[src/rtl/lfb_pkg.sv]
package lfb_pkg;
  typedef enum logic [1:0] {
    FILL_IDLE = 2'd0,
    FILL_ADDR = 2'd1,
    FILL_DATA = 2'd2
  } fill_state_e;
endpackage

[src/rtl/lfb_req_ctrl.sv]
module lfb_req_ctrl
  import lfb_pkg::*;
#(
  parameter int LA_W = 27
) (
  input  logic            clk,
  input  logic            rst_n,
  input  logic            bus_ce,
  input  logic            fetch_req,
  input  logic [LA_W-1:0] fetch_addr,
  input  logic            addr_ack,
  input  logic            fill_done,
  output logic            bus_req,
  output logic            fill_busy,
  output logic [LA_W-1:0] line_addr
);
  fill_state_e     state_q, state_d;
  logic [LA_W-1:0] addr_q, addr_d;

  // next-state logic
  always_comb begin
    state_d = state_q;
    addr_d  = addr_q;
    unique case (state_q)
      FILL_IDLE: begin
        if (fetch_req) begin
          addr_d  = fetch_addr;
          state_d = FILL_ADDR;
        end
      end
      FILL_ADDR: begin
        if (fill_done)                state_d = FILL_IDLE;
        else if (bus_ce && addr_ack)  state_d = FILL_DATA;
      end
      FILL_DATA: begin
        if (fill_done) state_d = FILL_IDLE;
      end
      default: state_d = FILL_IDLE;
    endcase
  end

  // state registers
  always_ff @(posedge clk or negedge rst_n) begin
    if (!rst_n) begin
      state_q <= FILL_IDLE;
      addr_q  <= '0;
    end else begin
      state_q <= state_d;
      addr_q  <= addr_d;
    end
  end

  assign bus_req   = (state_q == FILL_ADDR);
  assign fill_busy = (state_q != FILL_IDLE);
  assign line_addr = addr_q;
endmodule

[src/rtl/lfb_tracker.sv]
module lfb_tracker #(
  parameter int BEATS   = 4,
  parameter int WADDR_W = 3,
  parameter int SEL_LO  = 1
) (
  input  logic               clk,
  input  logic               rst_n,
  input  logic               bus_ce,
  input  logic               rd_ack,
  input  logic [WADDR_W-1:0] rd_wdaddr,
  input  logic               fill_busy,
  output logic [BEATS-1:0]   slot_wr,
  output logic               fill_done,
  output logic               line_valid,
  output logic               proto_err
);
  localparam int SLOT_W = (BEATS > 1) ? $clog2(BEATS) : 1;

  logic [BEATS-1:0]  mask_q, mask_d, mask_new, slot_oh;
  logic [SLOT_W-1:0] slot;
  logic              beat_hit, misaligned, dup, err_q, err_d, lv_q, lv_d;

  assign beat_hit = bus_ce && rd_ack && fill_busy;
  assign slot     = SLOT_W'(rd_wdaddr[WADDR_W-1:SEL_LO]);
  assign slot_oh  = BEATS'(1) << slot;

  // misaligned word address check only exists when a beat spans several words
  generate
    if (SEL_LO > 0) begin : g_align
      assign misaligned = |rd_wdaddr[SEL_LO-1:0];
    end else begin : g_noalign
      assign misaligned = 1'b0;
    end
  endgenerate

  // next-state logic
  always_comb begin
    dup       = beat_hit && !misaligned && |(mask_q & slot_oh);
    slot_wr   = (beat_hit && !misaligned && !dup) ? slot_oh : '0;
    mask_new  = mask_q | slot_wr;
    fill_done = (|slot_wr) && (&mask_new);
    mask_d    = fill_done ? '0 : mask_new;
    err_d     = err_q | dup | (beat_hit && misaligned);
    lv_d      = fill_done;
  end

  // registers
  always_ff @(posedge clk or negedge rst_n) begin
    if (!rst_n) begin
      mask_q <= '0;
      err_q  <= 1'b0;
      lv_q   <= 1'b0;
    end else begin
      mask_q <= mask_d;
      err_q  <= err_d;
      lv_q   <= lv_d;
    end
  end

  assign line_valid = lv_q;
  assign proto_err  = err_q;
endmodule

[src/rtl/lfb_slot_store.sv]
module lfb_slot_store #(
  parameter int BEATS  = 4,
  parameter int BEAT_W = 64
) (
  input  logic                    clk,
  input  logic [BEATS-1:0]        slot_wr,
  input  logic [BEAT_W-1:0]       wr_data,
  output logic [BEATS*BEAT_W-1:0] line_data
);
  // one doubleword register per slot; data needs no reset, validity is tracked elsewhere
  generate
    for (genvar s = 0; s < BEATS; s++) begin : g_slot
      logic [BEAT_W-1:0] slot_q;
      always_ff @(posedge clk) begin
        if (slot_wr[s]) slot_q <= wr_data;
      end
      assign line_data[s*BEAT_W +: BEAT_W] = slot_q;
    end
  endgenerate
endmodule

[src/rtl/line_fill_buffer.sv]
module line_fill_buffer #(
  parameter int WORD_W         = 32,
  parameter int WORDS_PER_BEAT = 2,
  parameter int BEATS          = 4,
  parameter int LA_W           = 27,
  localparam int BEAT_W        = WORD_W * WORDS_PER_BEAT,
  localparam int LINE_WORDS    = WORDS_PER_BEAT * BEATS,
  localparam int LINE_W        = BEAT_W * BEATS,
  localparam int WADDR_W       = $clog2(LINE_WORDS),
  localparam int SEL_LO        = $clog2(WORDS_PER_BEAT)
) (
  input  logic               clk,
  input  logic               rst_n,
  input  logic               bus_ce,
  input  logic               fetch_req,
  input  logic [LA_W-1:0]    fetch_addr,
  input  logic               addr_ack,
  input  logic               rd_ack,
  input  logic [WADDR_W-1:0] rd_wdaddr,
  input  logic [BEAT_W-1:0]  rd_data,
  output logic               bus_req,
  output logic               fill_busy,
  output logic [LA_W-1:0]    line_addr,
  output logic               line_valid,
  output logic [LINE_W-1:0]  line_data,
  output logic               proto_err
);
  logic [BEATS-1:0] slot_wr;
  logic             fill_done;

  lfb_req_ctrl #(.LA_W(LA_W)) u_req (
    .clk       (clk),
    .rst_n     (rst_n),
    .bus_ce    (bus_ce),
    .fetch_req (fetch_req),
    .fetch_addr(fetch_addr),
    .addr_ack  (addr_ack),
    .fill_done (fill_done),
    .bus_req   (bus_req),
    .fill_busy (fill_busy),
    .line_addr (line_addr)
  );

  lfb_tracker #(.BEATS(BEATS), .WADDR_W(WADDR_W), .SEL_LO(SEL_LO)) u_trk (
    .clk       (clk),
    .rst_n     (rst_n),
    .bus_ce    (bus_ce),
    .rd_ack    (rd_ack),
    .rd_wdaddr (rd_wdaddr),
    .fill_busy (fill_busy),
    .slot_wr   (slot_wr),
    .fill_done (fill_done),
    .line_valid(line_valid),
    .proto_err (proto_err)
  );

  lfb_slot_store #(.BEATS(BEATS), .BEAT_W(BEAT_W)) u_store (
    .clk      (clk),
    .slot_wr  (slot_wr),
    .wr_data  (rd_data),
    .line_data(line_data)
  );
endmodule

[config.mk]
export PLATFORM = sky130hd
export DESIGN_NAME = line_fill_buffer
export DESIGN_NICKNAME = d
export VERILOG_FILES = /design/src/rtl/lfb_pkg.sv /design/src/rtl/lfb_req_ctrl.sv /design/src/rtl/lfb_tracker.sv /design/src/rtl/lfb_slot_store.sv /design/src/rtl/line_fill_buffer.sv
export SDC_FILE = /design/constraint.sdc
export NUM_CORES = 1
export LEC_CHECK = 0
export ABC_AREA = 1
export CAP_MARGIN = 20
export CORE_MARGIN = 2
export CORE_UTILIZATION = 38
export DETAILED_ROUTE_END_ITERATION = 8
export PLACE_DENSITY = 0.72
export SETUP_SLACK_MARGIN = 0.15
export SLEW_MARGIN = 0
export SYNTH_ARGS = -nofsm -noshare
export SYNTH_HDL_FRONTEND = slang
export SYNTH_SLANG_ARGS = --single-unit
[constraint.sdc]
create_clock -name clk -period 4.1 [get_ports clk]
set_input_delay 1.025 -clock clk [delete_from_list [all_inputs] [get_ports clk]]
set_output_delay 1.025 -clock clk [all_outputs]
set_load 0.05 [all_outputs]
==> results of run 1 <==
-- power by group through the flow --
stage | combinational (mW) | clock [mW] | sequential (mW)
floorplan | 0.357 | 0 | 4.17
global placement | 1.51 | 0 | 3.60
detailed placement | 1.52 | 0 | 3.61
CTS | 1.52 | 2.73 | 3.55
global route | 1.59 | 2.84 | 3.57
finish | 1.51 | 2.67 | 3.55
-- placed cells by master (no fill, tap or decap), drive strengths merged --
cell | netlist | routed
clkdlybuf4s50 | 0 | 386
edfxtp | 256 | 256
dfrtp | 35 | 35
clkbuf | 0 | 30
mux2 | 27 | 27
inv | 21 | 23
nand2 | 16 | 16
clkinv | 0 | 11
nor2 | 11 | 11
nand3 | 6 | 6
buf | 2 | 6
bufinv | 0 | 5
clkinvlp | 0 | 4
nor3 | 2 | 2
a21oi | 1 | 1
nand4 | 1 | 1
o21ai | 1 | 1
o31ai | 1 | 1
o21a | 1 | 1
nor4 | 1 | 1
-- flip-flops by register name, summed over array words and instances, names as in the netlist --
signal                 count
u_store.g_slot.slot_q    256
u_req.line_addr           27
u_trk.proto_err            1
u_req.state_q              2
u_trk.line_valid           1
u_trk.mask_q               4
-- layer usage --
layer,track usage (%),vias to the layer above,wire [um]
li1,-,2309,-
met1,18.0,2412,7720
met2,30.2,279,11400
met3,6.60,37,2340
met4,4.79,2,476
met5,0,-,13
-- cell type report --
cell class / count / area share, %
Clock buffer: 30 / 5.02
Clock inverter: 22 / 1.71
Inverter: 21 / 0.559
Multi-Input combinational cell: 68 / 3.92
Sequential cell: 291 / 58.9
Tap cell: 319 / 2.75
Timing Repair Buffer: 392 / 27.1
-- logic make-up (layout without fill, tap and decap cells) --
logic type      Yosys count  count (layout)
flops                   291             291
simple gates             37              37
mux                      27              27
buf+inv                  23             465
compound gates            4               4
-- stage by stage --
stage / std cells / worst slack (ns) / power, mW / instance area (um2)
2_1_floorplan: 382 / 0.563 / 4.53 / 9220
4_1_cts: 1143 / 0.957 / 7.81 / 14500
6_report: 1143 / 0.997 / 7.73 / 14500
5_1_grt: 1143 / 0.903 / 7.99 / 14500
3_5_place_dp: 1091 / 1.04 / 5.12 / 13600
3_3_place_gp: 1091 / 1.08 / 5.11 / 13600
-- path summary, 6_finish.rpt --
| path | start | endpoint | slack, ns | cells past startpoint |
|---|---|---|---|---|
| setup / recovery | u_req.state_q[0] | bus_req | 1.0 | 3 |
| setup reg to reg | u_req.state_q[1] | u_store.g_slot[2].slot_q[19] | 2.30 | 5 |
| hold reg to reg | u_req.line_addr[14] | u_req.line_addr[14] | 0.50 | 1 |
| min in group asynchronous | rst_n | u_req.line_addr[21] | 0.92 | 2 |
| max in group asynchronous | rst_n | u_req.line_addr[9] | 2.86 | 2 |
| hold / removal | u_req.line_addr[14] | u_req.line_addr[14] | 0.50 | 1 |
==> impl_metrics.toml, run 1 <==
[outcome]
status = "finished clean"

[synth]
synth_compound_area_share_pct = 0.394
synth.area.mux_share_pct = 3.30
synth_top_family_by_area = "multiplexers"
synth-edff-count = 256
synth_xor_area_share_pct = 0
synth-main-ff-cell = "edfxtp_1"
synth_nets = 482
synth-async-reset-ratio_pct = 12.0
yosys-top-cells-count = "edfxtp_1, dfrtp_1, inv_1"
synth_top_area_cell = "edfxtp_1"
synth.distinct_cells = 21
synth_area_leaders = "edfxtp_1, dfrtp_1, mux2_1, mux2_2, inv_1"
yosysTopAreaCellShare_pct = 83.4
synth.most_common_cell = "edfxtp_1"
ys_seq_elements = 291
syn_area_per_cell_um2 = 24.1
yosys.area_share.simple_pct = 2.42
ys_seq_area_share_pct = 92.9
synth_area_um2 = 9220
synthCells = 382
synthAdderAreaFrac_pct = 0
yosys_warnings = 0

[timing]
finalCriticalPeriod_ns = 3.10
finalSetupViolations = 0
skew_ns = 0.00931
maxSlewViolCount = 0
holdWs_ns = 0.495
worst_slew_pin_slew_ns = 0.669
finalSetupTns_ns = 0
period_share_pct = 75.7
rsz0062_at_grt = "no"
hold_viol = 0
slew_headroom_pct = 55.2
fmaxAchievable_ghz = 0.322

[min_path]
hold_path.class = "reg -> reg"

[floorplanning]
die_w_um = 160
core-area_um2 = 23600
fp.dieArea_um2 = 25500
start_util_pct = 39.0
boundaryPins = 387
rows = 56
dieHeight_um = 160

[cells_and_area]
multi_input_area_um2 = 571
nets = 903
seqCellArea_um2 = 8560
syn2layout_area_growth_pct = 57.7
antenna_cells = 0
final_util_pct = 61.6
n_fill_cell = 1667
drive_gt1_share_pct = 10.1

[worst_setup_path]
worstSetupPathType = "reg -> out"
worstPathMaxFanout = 3
cp_top_family = "buffers and inverters"
cp-start-kind = "flop"
critPathCaptureType = "output port"
critPathBufInv = 2
crit_slowest_cell = "clkdlybuf4s50_1"
critical_path_required_ns = 3.07
cp_cell_sequence = "inv_1 -> nor2_1 -> clkdlybuf4s50_1"
critPathArrivalTime_ns = 2.08
cpPeakStageDelay_ns = 0.87

[power_and_ir_drop]
combPwrFrac_pct = 19.6
switching_share_pct = 27.7
p_leak_nw = 5.07
power_frac_seq_pct = 45.9
p_switching_mw = 2.14
p_int_mw = 5.58
peakVddDrop_mv = 0.513
p_per_area_nw_per_um2 = 531
clockPowerShare_pct = 34.5

[grt]
grt_usage_pct = 16.7
grt_pass1_wl_mm = 32.4
antenna_found_initial = 1
grt_overflow = 0
grt_max_degree = 65
grt_pass1_vias = 5309

[clock_network]
clk_pin_slew_ns = 0.06
root_buffer = "clkbuf_16"
cts_buffer_depth = 3
clkSinkCount = 291
clk_latency_ns = 0.53
cts_buffers = 29
tritoncts = "yes"
cts.repair.resized = 0
cts_setup_buffers = 0
h-tree-depth = 1
hold_buffers = 0

[placement]
hpwlAfterDp_mm = 15.2
port_buffers = 386
gp_congestion = 0.795

[routing]
wirelength_mm = 21.9
drt_pass1_iterations = 6
post-route-drc-count = 0
viasPerCell = 4.41
ant_nets = 0
detail_route.wl_per_cell_um = 19.2
drt_iter0_markers = 239
dr_total_vias = 5039

[flow_run]
maxCapViolCount = 0
Note: power is estimated with default switching activity, not from simulation.
==> run 2, diff against run 1 <==
Settings changed: CORE_UTILIZATION 38 to 42, PLACE_DENSITY 0.72 to 0.75.
Clock period 4.1 ns to 2.9 ns, I/O delays scaled along.
==> impl_metrics.toml, run 2 (synthesis results as in run 1) <==
[outcome]
status = "finished clean"

[grt]
grt_pass1_vias = 5491
antenna_found_initial = 0
grt_max_degree = 38
grt_usage_pct = 19.1
grt_overflow = 0
grt_pass1_wl_mm = 33.9

[worst_setup_path]
crit_slowest_cell = "clkdlybuf4s50_1"
critPathCaptureType = "output port"
worstPathMaxFanout = 4
cpPeakStageDelay_ns = 0.70
worstSetupPathType = "reg -> out"
critPathArrivalTime_ns = 1.91
critical_path_required_ns = 2.17
rr_worst_depth = 5
cp_cell_sequence = "nor2_4 -> inv_1 -> clkdlybuf4s50_1"
cp-start-kind = "flop"
r2r-end = "u_store.g_slot[0].slot_q[60]"
regToRegSetupSlack_ns = 1.25
worst_r2r_startpoint = "u_req.state_q[1]"

[timing]
rsz0062_at_grt = "no"
hold_viol = 0
finalSetupViolations = 0
fmaxAchievable_ghz = 0.380
finalSetupTns_ns = 0
finalCriticalPeriod_ns = 2.63
slew_headroom_pct = 56.3
period_share_pct = 90.7
worst_slew_pin_slew_ns = 0.654
maxSlewViolCount = 0
holdWs_ns = 0.489
skew_ns = 0.00650

[floorplanning]
dieHeight_um = 152
start_util_pct = 42.5
fp.dieArea_um2 = 23100
core-area_um2 = 21700
rows = 54
boundaryPins = 387
die_w_um = 152

[cells_and_area]
antenna_cells = 0
nets = 905
layout_common_cells = "clkdlybuf4s50_1, edfxtp_1, dfrtp_1"
drive_gt1_share_pct = 9.96
final_cells = 1103
top_register = "u_store.g_slot.slot_q"
syn2layout_area_growth_pct = 57.4
final_util_pct = 66.9
layout.cells.most_common = "clkdlybuf4s50_1"
largest_register_ff_count = 256
final_area_um2 = 14500

[clock_network]
cts_buffers = 28
cts_buffer_depth = 3
clk_pin_slew_ns = 0.06
hold_buffers = 0
root_buffer = "clkbuf_16"
h-tree-depth = 1
clk_latency_ns = 0.53
tritoncts = "yes"
clkSinkCount = 291

[placement]
hpwlAfterDp_mm = 16.7
port_buffers = 386
dpl_cell_area_um2 = 13600
dp_cells = 1055
gp_congestion = 0.843

[routing]
detail_route.wl_per_cell_um = 20.6
drt_iter0_markers = 296
ant_nets = 0
wirelength_mm = 22.7
dr_total_vias = 5200
drt_pass1_iterations = 5
viasPerCell = 4.71
post-route-drc-count = 0

[power_and_ir_drop]
p_leak_nw = 5.07
p_per_area_nw_per_um2 = 735
peakVddDrop_mv = 0.856

[min_path]
holdPathEnd = "u_req.line_addr[21]"
hold-path-cell-count = 1
hold_path_startpoint = "u_req.line_addr[21]"
hold_path.class = "reg -> reg"

[flow_run]
maxCapViolCount = 0
run 2: cell types whose count changed in the layout (fill, tap and decap cells not counted):
cell	delta
buf_12	+5
clkinv_2	+3
clkdlybuf4s50_1	-1
bufinv_16	-2
clkinvlp_4	-1
buf_4	-2
inv_6	-1
dlymetal6s2s_1	+1
inv_2	-3
run 2: per-layer routing:
layer,vias up,track usage (%),part of all wire (%)
met1,2545,21.2,35
li1,2310,-,-
met4,0,5.87,2.6
met5,-,0,0
met2,300,34.7,53
met3,45,6.77,9.9
run 2: worst max path at each step:
| stage | from | to | slack [ns] |
|---|---|---|---|
| after CTS | u_req.state_q[0] | bus_req | 0.16 |
| after global routing | u_req.state_q[0] | fill_busy | 0.19 |
| after detailed placement | rd_wdaddr[2] | u_store.g_slot[1].slot_q[9] | 0.29 |
| after global placement | rd_wdaddr[2] | u_store.g_slot[0].slot_q[60] | 0.34 |
| final | u_req.state_q[0] | fill_busy | 0.27 |
| after floorplan | rd_ack | u_store.g_slot[2].slot_q[0] | 0.38 |
run 2: layout make-up:
cell class              instances  area, um2
inverters                      21       92.6
clock buffers                  30        729
clock inverters                18        165
flip-flops and latches        291       8560
fillers                      1431       7180
multi-input cells              68        571
well taps                     280        350
repair buffers                395       4030
run 2: metrics by stage:
stage               power, mW  setup WS [ns]
finish                   10.7          0.270
global route             11.0          0.191
CTS                      10.8          0.158
detailed placement       7.25          0.294
global placement         7.20          0.342
floorplan                6.41          0.376
run 2: power by group:
group / switching (mW) / internal, mW / leakage [nW] / total, mW
combinational: 1.37 / 0.771 / 1.91 / 2.14
clock: 1.43 / 2.07 / 0.446 / 3.50
sequential: 0.170 / 4.85 / 2.71 / 5.02
run 2: what timing repair did:
action / CTS / global route
endpoints found under the hold margin: 0 / 0
buffers inserted: 0 / 0
gates resized for setup: 0 / 1
setup endpoints to repair: 0 / 1
run 2: worst max-delay path, delay by kind of cell, from the launching register on:
family | cells | cell delay (ns)
buf+inv | 2 | 0.76
simple gates | 1 | 0.21
flops | 1 | 0.42
